**src/rtl/plm_pkg.sv**
```systemverilog
`timescale 1ns/1ps
package plm_pkg;
    localparam int ROLE_W = 3;

    typedef enum logic [ROLE_W-1:0] {
        ROLE_SUM = 3'd0,
        ROLE_CLK = 3'd1,
        ROLE_RST = 3'd2,
        ROLE_OE  = 3'd3,
        ROLE_XOR = 3'd4
    } pt_role_e;

    localparam logic [1:0] ST_D     = 2'd0;
    localparam logic [1:0] ST_T     = 2'd1;
    localparam logic [1:0] ST_LATCH = 2'd2;

    localparam logic [1:0] RS_NONE = 2'd0;
    localparam logic [1:0] RS_GCLR = 2'd1;
    localparam logic [1:0] RS_PT   = 2'd2;

    typedef struct packed {
        logic clk;
        logic rst;
        logic oe;
        logic xr;
    } pt_ctrl_t;

    function automatic logic is_toggle(input logic [1:0] mode);
        return mode == ST_T;
    endfunction

    function automatic logic is_latch(input logic [1:0] mode);
        return mode == ST_LATCH;
    endfunction
endpackage

```
**src/rtl/plm_pterm_array.sv**
```systemverilog
`timescale 1ns/1ps
module plm_pterm_array #(
    parameter int NIN = 12,
    parameter int NPT = 5
) (
    input  logic [NIN-1:0]     bus_in,
    input  logic [NPT*NIN-1:0] cfg_true,
    input  logic [NPT*NIN-1:0] cfg_comp,
    output logic [NPT-1:0]     pt
);
    for (genvar k = 0; k < NPT; k++) begin : g_term
        logic [NIN-1:0] tm;
        logic [NIN-1:0] cm;
        logic [NIN-1:0] lit_ok;
        assign tm     = cfg_true[k*NIN +: NIN];
        assign cm     = cfg_comp[k*NIN +: NIN];
        assign lit_ok = (~tm | bus_in) & (~cm | ~bus_in);
        // an unprogrammed term is disabled rather than constant true
        assign pt[k]  = (|(tm | cm)) & (&lit_ok);
    end
endmodule

```
**src/rtl/plm_steer.sv**
```systemverilog
`timescale 1ns/1ps
module plm_steer
    import plm_pkg::*;
#(
    parameter int NPT = 5
) (
    input  logic [NPT-1:0]        pt,
    input  logic [NPT*ROLE_W-1:0] cfg_role,
    input  logic                  casc_in,
    input  logic                  cfg_casc_en,
    input  logic                  cfg_pol,
    output logic                  sum_out,
    output logic                  logic_d,
    output pt_ctrl_t              ctrl
);
    logic sum_or;

    always_comb begin
        sum_or = 1'b0;
        ctrl   = '0;
        for (int k = 0; k < NPT; k++) begin
            case (cfg_role[k*ROLE_W +: ROLE_W])
                ROLE_SUM: sum_or   = sum_or   | pt[k];
                ROLE_CLK: ctrl.clk = ctrl.clk | pt[k];
                ROLE_RST: ctrl.rst = ctrl.rst | pt[k];
                ROLE_OE:  ctrl.oe  = ctrl.oe  | pt[k];
                ROLE_XOR: ctrl.xr  = ctrl.xr  | pt[k];
                default:  ;
            endcase
        end
    end

    assign sum_out = sum_or | (cfg_casc_en & casc_in);
    assign logic_d = sum_out ^ cfg_pol ^ ctrl.xr;

    always_comb begin

        if (cfg_casc_en && casc_in)
            casc_chain_chk: assert (sum_out == 1'b1);
    end
endmodule

```
**src/rtl/plm_store.sv**
```systemverilog
`timescale 1ns/1ps
module plm_store
    import plm_pkg::*;
(
    input  logic       clk,
    input  logic       rst,
    input  logic [1:0] cfg_mode,
    input  logic       d,
    input  logic       cell_clk,
    input  logic       cell_rst,
    output logic       q
);
    logic clk_q;
    logic edge_seen;
    logic mode_t;
    logic mode_l;

    assign mode_t    = is_toggle(cfg_mode);
    assign mode_l    = is_latch(cfg_mode);
    assign edge_seen = cell_clk & ~clk_q;

    always_ff @(posedge clk) begin
        clk_q <= cell_clk;
        if (rst || cell_rst) begin
            q <= 1'b0;
        end else if (mode_l) begin
            if (cell_clk) q <= d;
        end else if (edge_seen) begin
            q <= mode_t ? (q ^ d) : d;
        end
    end


    sys_rst_chk: assert property (@(posedge clk) rst |=> q == 1'b0);

    cell_rst_chk: assert property (@(posedge clk) disable iff (rst)
        cell_rst |=> q == 1'b0);

    d_load_chk: assert property (@(posedge clk) disable iff (rst)
        (!mode_t && !mode_l && edge_seen && !cell_rst) |=> q == $past(d));

    t_flip_chk: assert property (@(posedge clk) disable iff (rst)
        (mode_t && edge_seen && d && !cell_rst) |=> q != $past(q));

    latch_open_chk: assert property (@(posedge clk) disable iff (rst)
        (mode_l && cell_clk && !cell_rst) |=> q == $past(d));

    edge_hold_chk: assert property (@(posedge clk) disable iff (rst)
        (!mode_l && !edge_seen && !cell_rst) |=> $stable(q));
endmodule

```
**src/rtl/plm_cell.sv**
```systemverilog
`timescale 1ns/1ps
module plm_cell
    import plm_pkg::*;
#(
    parameter int NIN   = 12,
    parameter int NPT   = 5,
    parameter int NGCLK = 3,
    parameter int NGOE  = 2,
    localparam int CSW  = $clog2(NGCLK + 1),
    localparam int OSW  = $clog2(NGOE + 2),
    localparam int FSW  = $clog2(NPT + 1)
) (
    input  logic                  clk,
    input  logic                  rst,
    input  logic [NIN-1:0]        bus_in,
    input  logic [NGCLK-1:0]      gclk,
    input  logic                  gclr,
    input  logic [NGOE-1:0]       goe,
    input  logic                  casc_in,
    input  logic [NPT*NIN-1:0]    cfg_true,
    input  logic [NPT*NIN-1:0]    cfg_comp,
    input  logic [NPT*ROLE_W-1:0] cfg_role,
    input  logic                  cfg_casc_en,
    input  logic                  cfg_pol,
    input  logic [1:0]            cfg_mode,
    input  logic [CSW-1:0]        cfg_clk_src,
    input  logic [1:0]            cfg_rst_src,
    input  logic [OSW-1:0]        cfg_oe_src,
    input  logic                  cfg_out_reg,
    input  logic                  cfg_fb_reg,
    input  logic [FSW-1:0]        cfg_fold_sel,
    output logic                  pin_out,
    output logic                  pin_oe,
    output logic                  fb_out,
    output logic                  fold_out,
    output logic                  casc_out
);
    logic [NPT-1:0] pt;
    logic           logic_d;
    pt_ctrl_t       ctrl;
    logic           cell_clk;
    logic           cell_rst;
    logic           q;

    plm_pterm_array #(.NIN(NIN), .NPT(NPT)) u_terms (
        .bus_in  (bus_in),
        .cfg_true(cfg_true),
        .cfg_comp(cfg_comp),
        .pt      (pt)
    );

    plm_steer #(.NPT(NPT)) u_steer (
        .pt         (pt),
        .cfg_role   (cfg_role),
        .casc_in    (casc_in),
        .cfg_casc_en(cfg_casc_en),
        .cfg_pol    (cfg_pol),
        .sum_out    (casc_out),
        .logic_d    (logic_d),
        .ctrl       (ctrl)
    );

    always_comb begin
        cell_clk = ctrl.clk;
        for (int i = 0; i < NGCLK; i++)
            if (cfg_clk_src == CSW'(i)) cell_clk = gclk[i];
    end

    always_comb begin
        case (cfg_rst_src)
            RS_GCLR: cell_rst = gclr;
            RS_PT:   cell_rst = ctrl.rst;
            default: cell_rst = 1'b0;
        endcase
    end

    always_comb begin
        pin_oe = (cfg_oe_src == '0);
        for (int i = 0; i < NGOE; i++)
            if (cfg_oe_src == OSW'(i + 1)) pin_oe = goe[i];
        if (cfg_oe_src == OSW'(NGOE + 1)) pin_oe = ctrl.oe;
    end

    always_comb begin
        fold_out = 1'b1;
        for (int k = 0; k < NPT; k++)
            if (cfg_fold_sel == FSW'(k)) fold_out = ~pt[k];
    end

    plm_store u_store (
        .clk     (clk),
        .rst     (rst),
        .cfg_mode(cfg_mode),
        .d       (logic_d),
        .cell_clk(cell_clk),
        .cell_rst(cell_rst),
        .q       (q)
    );

    assign pin_out = cfg_out_reg ? q : logic_d;
    assign fb_out  = cfg_fb_reg  ? q : logic_d;
endmodule

```
**config.mk**
```make
export PLATFORM = sky130hd
export DESIGN_NAME = plm_cell
export DESIGN_NICKNAME = d
export VERILOG_FILES = /design/src/rtl/plm_pkg.sv /design/src/rtl/plm_pterm_array.sv /design/src/rtl/plm_steer.sv /design/src/rtl/plm_store.sv /design/src/rtl/plm_cell.sv
export SDC_FILE = /design/constraint.sdc
export NUM_CORES = 1
export LEC_CHECK = 0
export BUFFER_PORTS_ARGS = -buffer_cell sky130_fd_sc_hd__buf_2
export CAP_MARGIN = 30
export CELL_PAD_IN_SITES_DETAIL_PLACEMENT = 0
export CELL_PAD_IN_SITES_GLOBAL_PLACEMENT = 2
export CORE_ASPECT_RATIO = 0.5
export CORE_MARGIN = 4
export CORE_UTILIZATION = 16
export CTS_CLUSTER_DIAMETER = 40
export DETAILED_ROUTE_END_ITERATION = 16
export PLACE_DENSITY = 0.85
export SETUP_SLACK_MARGIN = 0.02
export SLEW_MARGIN = 15
export SYNTH_ARGS = -nofsm -noshare
export SYNTH_HDL_FRONTEND = slang
export SYNTH_HIERARCHICAL = 1
export SYNTH_SLANG_ARGS = --single-unit
```
**constraint.sdc**
```tcl
create_clock -name clk -period 2.72 [get_ports clk]
set_clock_uncertainty 0.05 [all_clocks]
set_input_delay 0.136 -clock clk [delete_from_list [all_inputs] [get_ports clk]]
set_output_delay 0.136 -clock clk [all_outputs]
set_load 0.01 [all_outputs]
```
* After elaboration in Yosys (flattened, before gate mapping)
Cells that the tools add are included.
Word-level totals: bits in registers 2, bits of input ports 171, output and inout port bits 5, word-level logic and storage cells 168
Operators by class: eq/ne operators 34, muxes and demuxes 43, bitwise gates (word level) 68, reduce and logical (&&, ||, !) cells 21
Operators by type and width (count):
- $or A12 B12 Y12 | 15
- $not A12 Y12 | 11
- $and A12 B12 Y12 | 5
- $reduce_and A12 Y1 | 5
- $reduce_or A12 Y1 | 5
- $mux W1 | 42
- $eq A3 B2 Y1 const B | 12
- $or A1 B1 Y1 | 21
- $eq A3 B1 Y1 const B | 6
- $eq A3 B3 Y1 const B | 6
- $logic_not A3 Y1 | 6
- $eq A2 B2 Y1 const B | 5
- $eq A2 B1 Y1 const B | 4
- $and A1 B1 Y1 | 7
- $not A1 Y1 | 6
- $logic_not A2 Y1 | 2
- $xor A1 B1 Y1 | 3
- $ne A2 B1 Y1 const B | 1
- $pmux W1 S2 | 1
- $reduce_and A2 Y1 | 1
- $reduce_bool A2 Y1 | 1
- $logic_or A1 B1 Y1 | 1

* Longest topological paths before layout
Gate-level depths: netlist of the first run.
depth in word-level cells 21, depth in mapped cells 14, mapped depth without buffers 14

* Cells and area by module
Netlist of the first run, hierarchy kept.
By module, submodules not included:
- plm_pterm_array | instances 1, cells an instance 137, area each 1069.8 um^2
- plm_steer | instances 1, cells an instance 43, area each 291.5 um^2
- plm_cell | instances 1, cells an instance 18, area each 156.4 um^2
- plm_store | instances 1, cells an instance 14, area each 106.4 um^2

* Least setup slack after synthesis of the first run
Ideal clock, no wire load.
kind input to register, start point in bus_in[10], end point reg u_store.q, library setup time 0.117 ns, arrival 2.160 ns, required time 2.553 ns, slack 0.392 ns, stages on the path 12, cells stage by stage buf_2 -> mux2i_1 -> nand4_1 -> nor4_1 -> nor4b_1 -> a221oi_1 -> nand3_1 -> xnor2_1 -> nor2b_1 -> o21ai_1 -> a31o_1 -> o21ai_2
On the way: elaborated cells on any way between the ends 79, those cells by class 1 x eq/ne; 28 x mux; 42 x bitwise; 8 x reduce/logical
RTL lines:
- start, declared | line plm_cell.sv:15 | input logic [NIN-1:0] bus_in,
- $not A12 Y12 | line plm_pterm_array.sv:17 | assign lit_ok = (~tm | bus_in) & (~cm | ~bus_in);
- $or A12 B12 Y12 | line plm_pterm_array.sv:17
- $and A12 B12 Y12 (*) | line plm_pterm_array.sv:17
- $reduce_and A12 Y1 (*) | line plm_pterm_array.sv:19 | assign pt[k] = (|(tm | cm)) & (&lit_ok);
- $and A1 B1 Y1 (*) | line plm_pterm_array.sv:19
- net pt[2] | line plm_cell.sv:38 | logic [NPT-1:0] pt;
- $or A1 B1 Y1 (*) | line plm_steer.sv:23 | ROLE_SUM: sum_or = sum_or | pt[k];
- $mux W1 (*) | line plm_steer.sv:22 | case (cfg_role[k*ROLE_W +: ROLE_W])
- [4 not listed]
- $or A1 B1 Y1 (*) | line plm_steer.sv:33 | assign sum_out = sum_or | (cfg_casc_en & casc_in);
- net casc_out | line plm_cell.sv:36 | output logic casc_out
- $xor A1 B1 Y1 (*) (2 in a row) | line plm_steer.sv:34 | assign logic_d = sum_out ^ cfg_pol ^ ctrl.xr;
- net logic_d | line plm_cell.sv:39 | logic logic_d;
- $xor A1 B1 Y1 | line plm_store.sv:29 | q <= mode_t ? (q ^ d) : d;
- $mux W1 | line plm_store.sv:29
- $mux W1 | line plm_store.sv:28 | end else if (edge_seen) begin
- $mux W1 (*) | line plm_store.sv:26 | end else if (mode_l) begin
- end signal, assigned | line plm_store.sv:29
- end, declared | line plm_store.sv:11 | output logic q
Mark *: on every way through the listed nets, which the timed path passes. The rest lies on a longest branch. The select of a mux whose other input is x is not followed. A chain may end at the register's enable or synchronous reset.

==> results.toml, run 1 <==
[timing]
setup_violations = 0
timing.final.crit_period_ns = 2.53
fin_setup_tns_ns = 0
slew-limit-headroom = 0.733
finalCritPeriodShare = 0.930
worst_pin_slew_ns = 0.396
timing.fmax_mhz = 396
rsz0062_at_grt = "false"
hold_viol = 0
maxSlewViolCount = 0

[power]
p_leak_nw = 1.37
finalPower_mw = 0.572
p_sw_frac = 0.330
p_int_mw = 0.383
power_density_nw_per_um2 = 210
comb_power_share = 0.555
irDropWorstVdd_v = 0.000107
p_seq_frac = 0.062
p_sw_mw = 0.189
p_clk_frac = 0.383

[cells_and_area]
drive_above_1_share = 0.506
fin_nets = 560
n_antenna_cell = 0
area_delta_synth_final_pct = 68.0
layout_commonest_cell = "buf_2"
num-fill-cells = 1085
final_cell_mix = "buf_2, mux2i_1, nor4_1, nand4_1, nor2_1"

[yosys]
synthFlopType = "dfxtp_1"
synth_cell_types = 42
netlist.area_leader.share = 0.388
yosys_warnings = 6
synthArstFlopShare = 0
synth_area_leaders = "mux2i_1, nor4_1, nand4_1"
yosys_register_bits = 2
synth_cells = 212
synth_largest_area_cell = "mux2i_1"
yosysSeqAreaShare = 0.0247
netlist_area_um2 = 1620
synth_edf_count = 0
syn_area_per_cell_um2 = 7.66
synth_nets = 385

[outcome]
status = "finished, final reports clean"

[clock_tree]
root_buffer = "clkbuf_16"
cts-buffers-inserted = 3
path_clk_slew_ns = 0.03
hold_buffers = 0
cts_tree = "yes"
cts.sinks = 2
cts-resized-gates = 0
post_cts_buffers = 0
htree_levels = 1
clock_latency_ns = 0.22
clockBufferDepth = 2

[worst_setup_path]
required_ns = 2.53
crit_arrival_ns = 2.34
start_kind = "primary input"
crit_fanout = 5
path_class = "primary input to output pin"
crit_path_end_kind = "output pin"

[place]
port_buffers = 175
gp_congestion = 0.895
dp_hpwl_mm = 8.18

[floorplan]
start_util = 0.168
die_h_um = 79.2
core_area_um2 = 9670
dieArea_um2 = 11900
dieWidth_um = 150
rows = 25
ios = 176

[global_routing]
grt_max_degree = 7
antenna_found_initial = 0
grtUsageTotal = 0.142
grt_overflow = 0
grt_pass1_wl_mm = 13.2
grt_pass1_vias = 2483

[worst_hold_path]
hp-class = "primary input to flop"

[job]
drv_cap = 0

[detailed_routing]
drtPass1Iterations = 4
vias = 2374
drc_errors = 0
wl_per_cell_um = 17.4
vias_per_cell = 4.57
drt.antenna.violating_nets = 0
drt-initial-drc-count = 133
wirelength_mm = 9.04
logic make-up (layout without fill, tap and decap cells):
family | after synthesis | after routing | synth area share
buf+inv | 16 | 189 | 0.0632
fa+ha+maj | 2 | 2 | 0.0154
flops | 2 | 2 | 0.0247
xor+xnor | 2 | 2 | 0.0154
mux | 66 | 66 | 0.416
compound gates | 20 | 20 | 0.0871
simple gates | 104 | 104 | 0.378
path summary, 6_finish.rpt:
path / startpoint / to / slack (ns) / depth (start not counted)
max reg2reg: u_store/q$_SDFFE_PP0P_ / u_store/q$_SDFFE_PP0P_ / 1.82 / 3
min reg2reg: u_store/q$_SDFFE_PP0P_ / u_store/q$_SDFFE_PP0P_ / 0.54 / 3
min: rst / u_store/q$_SDFFE_PP0P_ / 0.16 / 4
max: bus_in[6] / fb_out / 0.19 / 12
layer usage:
layer / routed length, um / global-route usage / vias to the layer above
met5: 0 / 0 / -
met2: 5110 / 0.281 / 44
met1: 3470 / 0.164 / 1103
met3: 322 / 0.0165 / 10
met4: 128 / 0.0328 / 0
li1: - / - / 1217
power groups by stage:
stage,registers [mW],clock network (mW),logic (mW)
floorplan,0.0350,0,0.132
global placement,0.0359,0,0.313
detailed placement,0.0357,0,0.312
CTS,0.0354,0.222,0.313
global route,0.0360,0.228,0.346
finish,0.0354,0.219,0.317
cells in the mapped netlist, types with 2 or more instances:
| cell | count |
|---|---|
| nand3_1 | 5 |
| dfxtp_1 | 2 |
| a21oi_1 | 3 |
| a31oi_1 | 5 |
| a22oi_1 | 2 |
| nand4_1 | 21 |
| buf_6 | 4 |
| nand2_1 | 12 |
| buf_2 | 7 |
| nor2b_1 | 5 |
| nor4_1 | 35 |
| ha_1 | 2 |
| mux2_2 | 2 |
| and4bb_1 | 2 |
| nor2_1 | 13 |
| inv_1 | 4 |
| mux2i_1 | 63 |
critical path, cell delays in order:
cell and delay, ns:
buf_2 0.21, mux2i_1 0.23, nand4_1 0.11, nor4_1 0.41, buf_4 0.20, and4bb_1 0.22
a31oi_1 0.06, nand3_2 0.12, xnor2_2 0.08, xnor2_2 0.16, mux2_2 0.26, buf_2 0.14
state kept, by name (all words and copies together), names as in the netlist:
name,cells
u_store/q,1
u_store/clk_q,1
area by class of cell:
cell class	count	area, um^2	area share
clock buffer	3	75.1	0.0275
timing repair buffer	182	928	0.340
multi-input combinational	194	1500	0.550
inverter	4	15.0	0.00550
sequential	2	40.0	0.0147
tap	135	169	0.0619
stage by stage:
step	cell area (um^2)	util	std cells	hold slack (ns)	worst slack [ns]
2_1_floorplan	1620	-	212	0.272	0.392
3_3_place_gp	2630	0.272	517	0.381	0.117
3_5_place_dp	2630	0.272	517	0.393	0.0965
4_1_cts	2710	0.280	520	0.165	0.184
5_1_grt	2730	0.282	520	0.193	0.0359
6_report	2730	0.282	520	0.163	0.192
(Power assumes the default switching activity.)
==> inputs of run 2 (changes only) <==
- SETUP_SLACK_MARGIN: 0.02 -> 0.2
==> run 2 against run 1 <==
  * Setup slack improved by 0.056 ns
  * Global-route usage rose by 0.073 points
  * Fmax rose by 2.3%
  * Die area did not move
  * Combinational power rose by 9.8%
  * Total power rose by 5.4%
  * Sequential cell count did not move
  * Non-clock buffer count rose by 2
  * Final cell count rose by 0.38%
  * Worst hold slack improved by 0.0027 ns
  * Count of clock-buffer cells in the layout did not move
  * Clock power barely moved
  * Critical endpoint is now pin_out
==> results.toml, run 2 (synthesis gave the netlist of run 1 again) <==
[power]
irDropWorstVdd_v = 0.000108
power_density_nw_per_um2 = 206
p_leak_nw = 1.41

[worst_hold_path]
min_from = "rst"
min_path_cells = 4
min_to = "u_store/q$_SDFFE_PP0P_"
hp-class = "primary input to flop"

[timing]
timing.final.crit_period_ns = 2.47
setup_violations = 0
worst_pin_slew_ns = 0.355
timing.fmax_mhz = 404
rsz0062_at_grt = "false"
fin_setup_tns_ns = 0
finalCritPeriodShare = 0.909
maxSlewViolCount = 0
slew-limit-headroom = 0.761
hold_viol = 0

[detailed_routing]
vias_per_cell = 4.69
drc_errors = 0
drtPass1Iterations = 4
wl_per_cell_um = 17.9
vias = 2446
wirelength_mm = 9.34
drt.antenna.violating_nets = 0
drt-initial-drc-count = 111

[worst_setup_path]
reg2reg_slack_ns = 1.82
crit_start = "cfg_comp[42]"
crit_path_end_kind = "output pin"
path_class = "primary input to output pin"
regToRegStartpoint = "u_store/q$_SDFFE_PP0P_"
r2r_cells = 3
crit_arrival_ns = 2.29
r2r-end = "u_store/q$_SDFFE_PP0P_"
start_kind = "primary input"
crit_fanout = 5
required_ns = 2.53

[clock_tree]
root_buffer = "clkbuf_16"
path_clk_slew_ns = 0.03
htree_levels = 1
cts_tree = "yes"
cts.sinks = 2
hold_buffers = 0
clock_latency_ns = 0.22
clockBufferDepth = 2
cts-buffers-inserted = 3

[global_routing]
grt_pass1_wl_mm = 13.3
grt_pass1_vias = 2502
antenna_found_initial = 0
grt_overflow = 0
grt_max_degree = 7
grtUsageTotal = 0.143

[floorplan]
start_util = 0.168
dieWidth_um = 150
dieArea_um2 = 11900
rows = 25
die_h_um = 79.2
ios = 176
core_area_um2 = 9670

[place]
dp_hpwl_mm = 8.18
post-place-cells = 517
port_buffers = 175
gp_congestion = 0.895

[cells_and_area]
fin_nets = 562
area_delta_synth_final_pct = 80.3
drive_above_1_share = 0.568
layout_commonest_cell = "buf_2"
final-seq-area_um2 = 40.0
num-fill-cells = 1062
reg.largest.list = "u_store/clk_q: 1 flops, u_store/q: 1 flops"
n_antenna_cell = 0
final_cell_mix = "buf_2, mux2i_1, nand4_1, nor4_1, nor4_2"
final_cells = 522
multi_input_area_um2 = 1660

[job]
drv_cap = 0

[outcome]
status = "finished, final reports clean"
[run 2: worst max path at each step]
stage	endpoint	slack [ns]	cells past startpoint
2_1_floorplan	u_store/q$_SDFFE_PP0P_	0.39	12
3_3_place_gp	u_store/q$_SDFFE_PP0P_	0.12	15
3_5_place_dp	u_store/q$_SDFFE_PP0P_	0.1	14
4_1_cts	fb_out	0.22	11
5_1_grt	pin_out	0.17	14
6_report	pin_out	0.25	13
[run 2: per-stage QoR]
stage / total power [mW] / hold slack [ns] / setup WS [ns] / instance area [um^2] / util
floorplan: 0.167 / 0.272 / 0.392 / 1620 / -
global placement: 0.349 / 0.381 / 0.117 / 2630 / 0.272
detailed placement: 0.348 / 0.393 / 0.0965 / 2630 / 0.272
CTS: 0.571 / 0.165 / 0.220 / 2720 / 0.282
global route: 0.640 / 0.193 / 0.168 / 2930 / 0.303
finish: 0.603 / 0.166 / 0.248 / 2930 / 0.303
[run 2: layout make-up]
cell class | count | share of cell area
clock buffers | 3 | 0.0256
multi-input cells | 194 | 0.566
flip-flops and latches | 2 | 0.0137
repair buffers | 184 | 0.332
well taps | 135 | 0.0577
inverters | 4 | 0.00513
[run 2: power breakdown]
group	switching, mW	total, mW	internal, mW
Clock	0.0319	0.219	0.187
Combinational	0.170	0.348	0.178
Sequential	0.00279	0.0355	0.0327
[run 2: repair_timing]
action / CTS / global route
resized for setup: 2 / 36
pin swaps: 0 / 11
setup endpoints to repair: 2 / 4
setup buffers: 0 / 2
cloned: 0 / 0
[run 2: critical path: stages]
cell	delay, ns
buf_2	0.12
nor4_1	0.29
nand4_1	0.14
nor2_1	0.14
nor4_2	0.07
buf_4	0.14
and4bb_1	0.21
a31oi_1	0.18
nand3_2	0.12
xnor2_2	0.16
xnor2_2	0.17
mux2_4	0.28
buf_6	0.12
[run 2: routing by layer]
layer / wire [um] / share of wire / global-route usage / vias up
met5: 0 / 0 / 0 / -
met4: 190 / 0.020 / 0.0383 / 0
met3: 527 / 0.056 / 0.0205 / 16
met2: 5200 / 0.56 / 0.280 / 70
met1: 3420 / 0.37 / 0.162 / 1139
li1: - / - / - / 1221
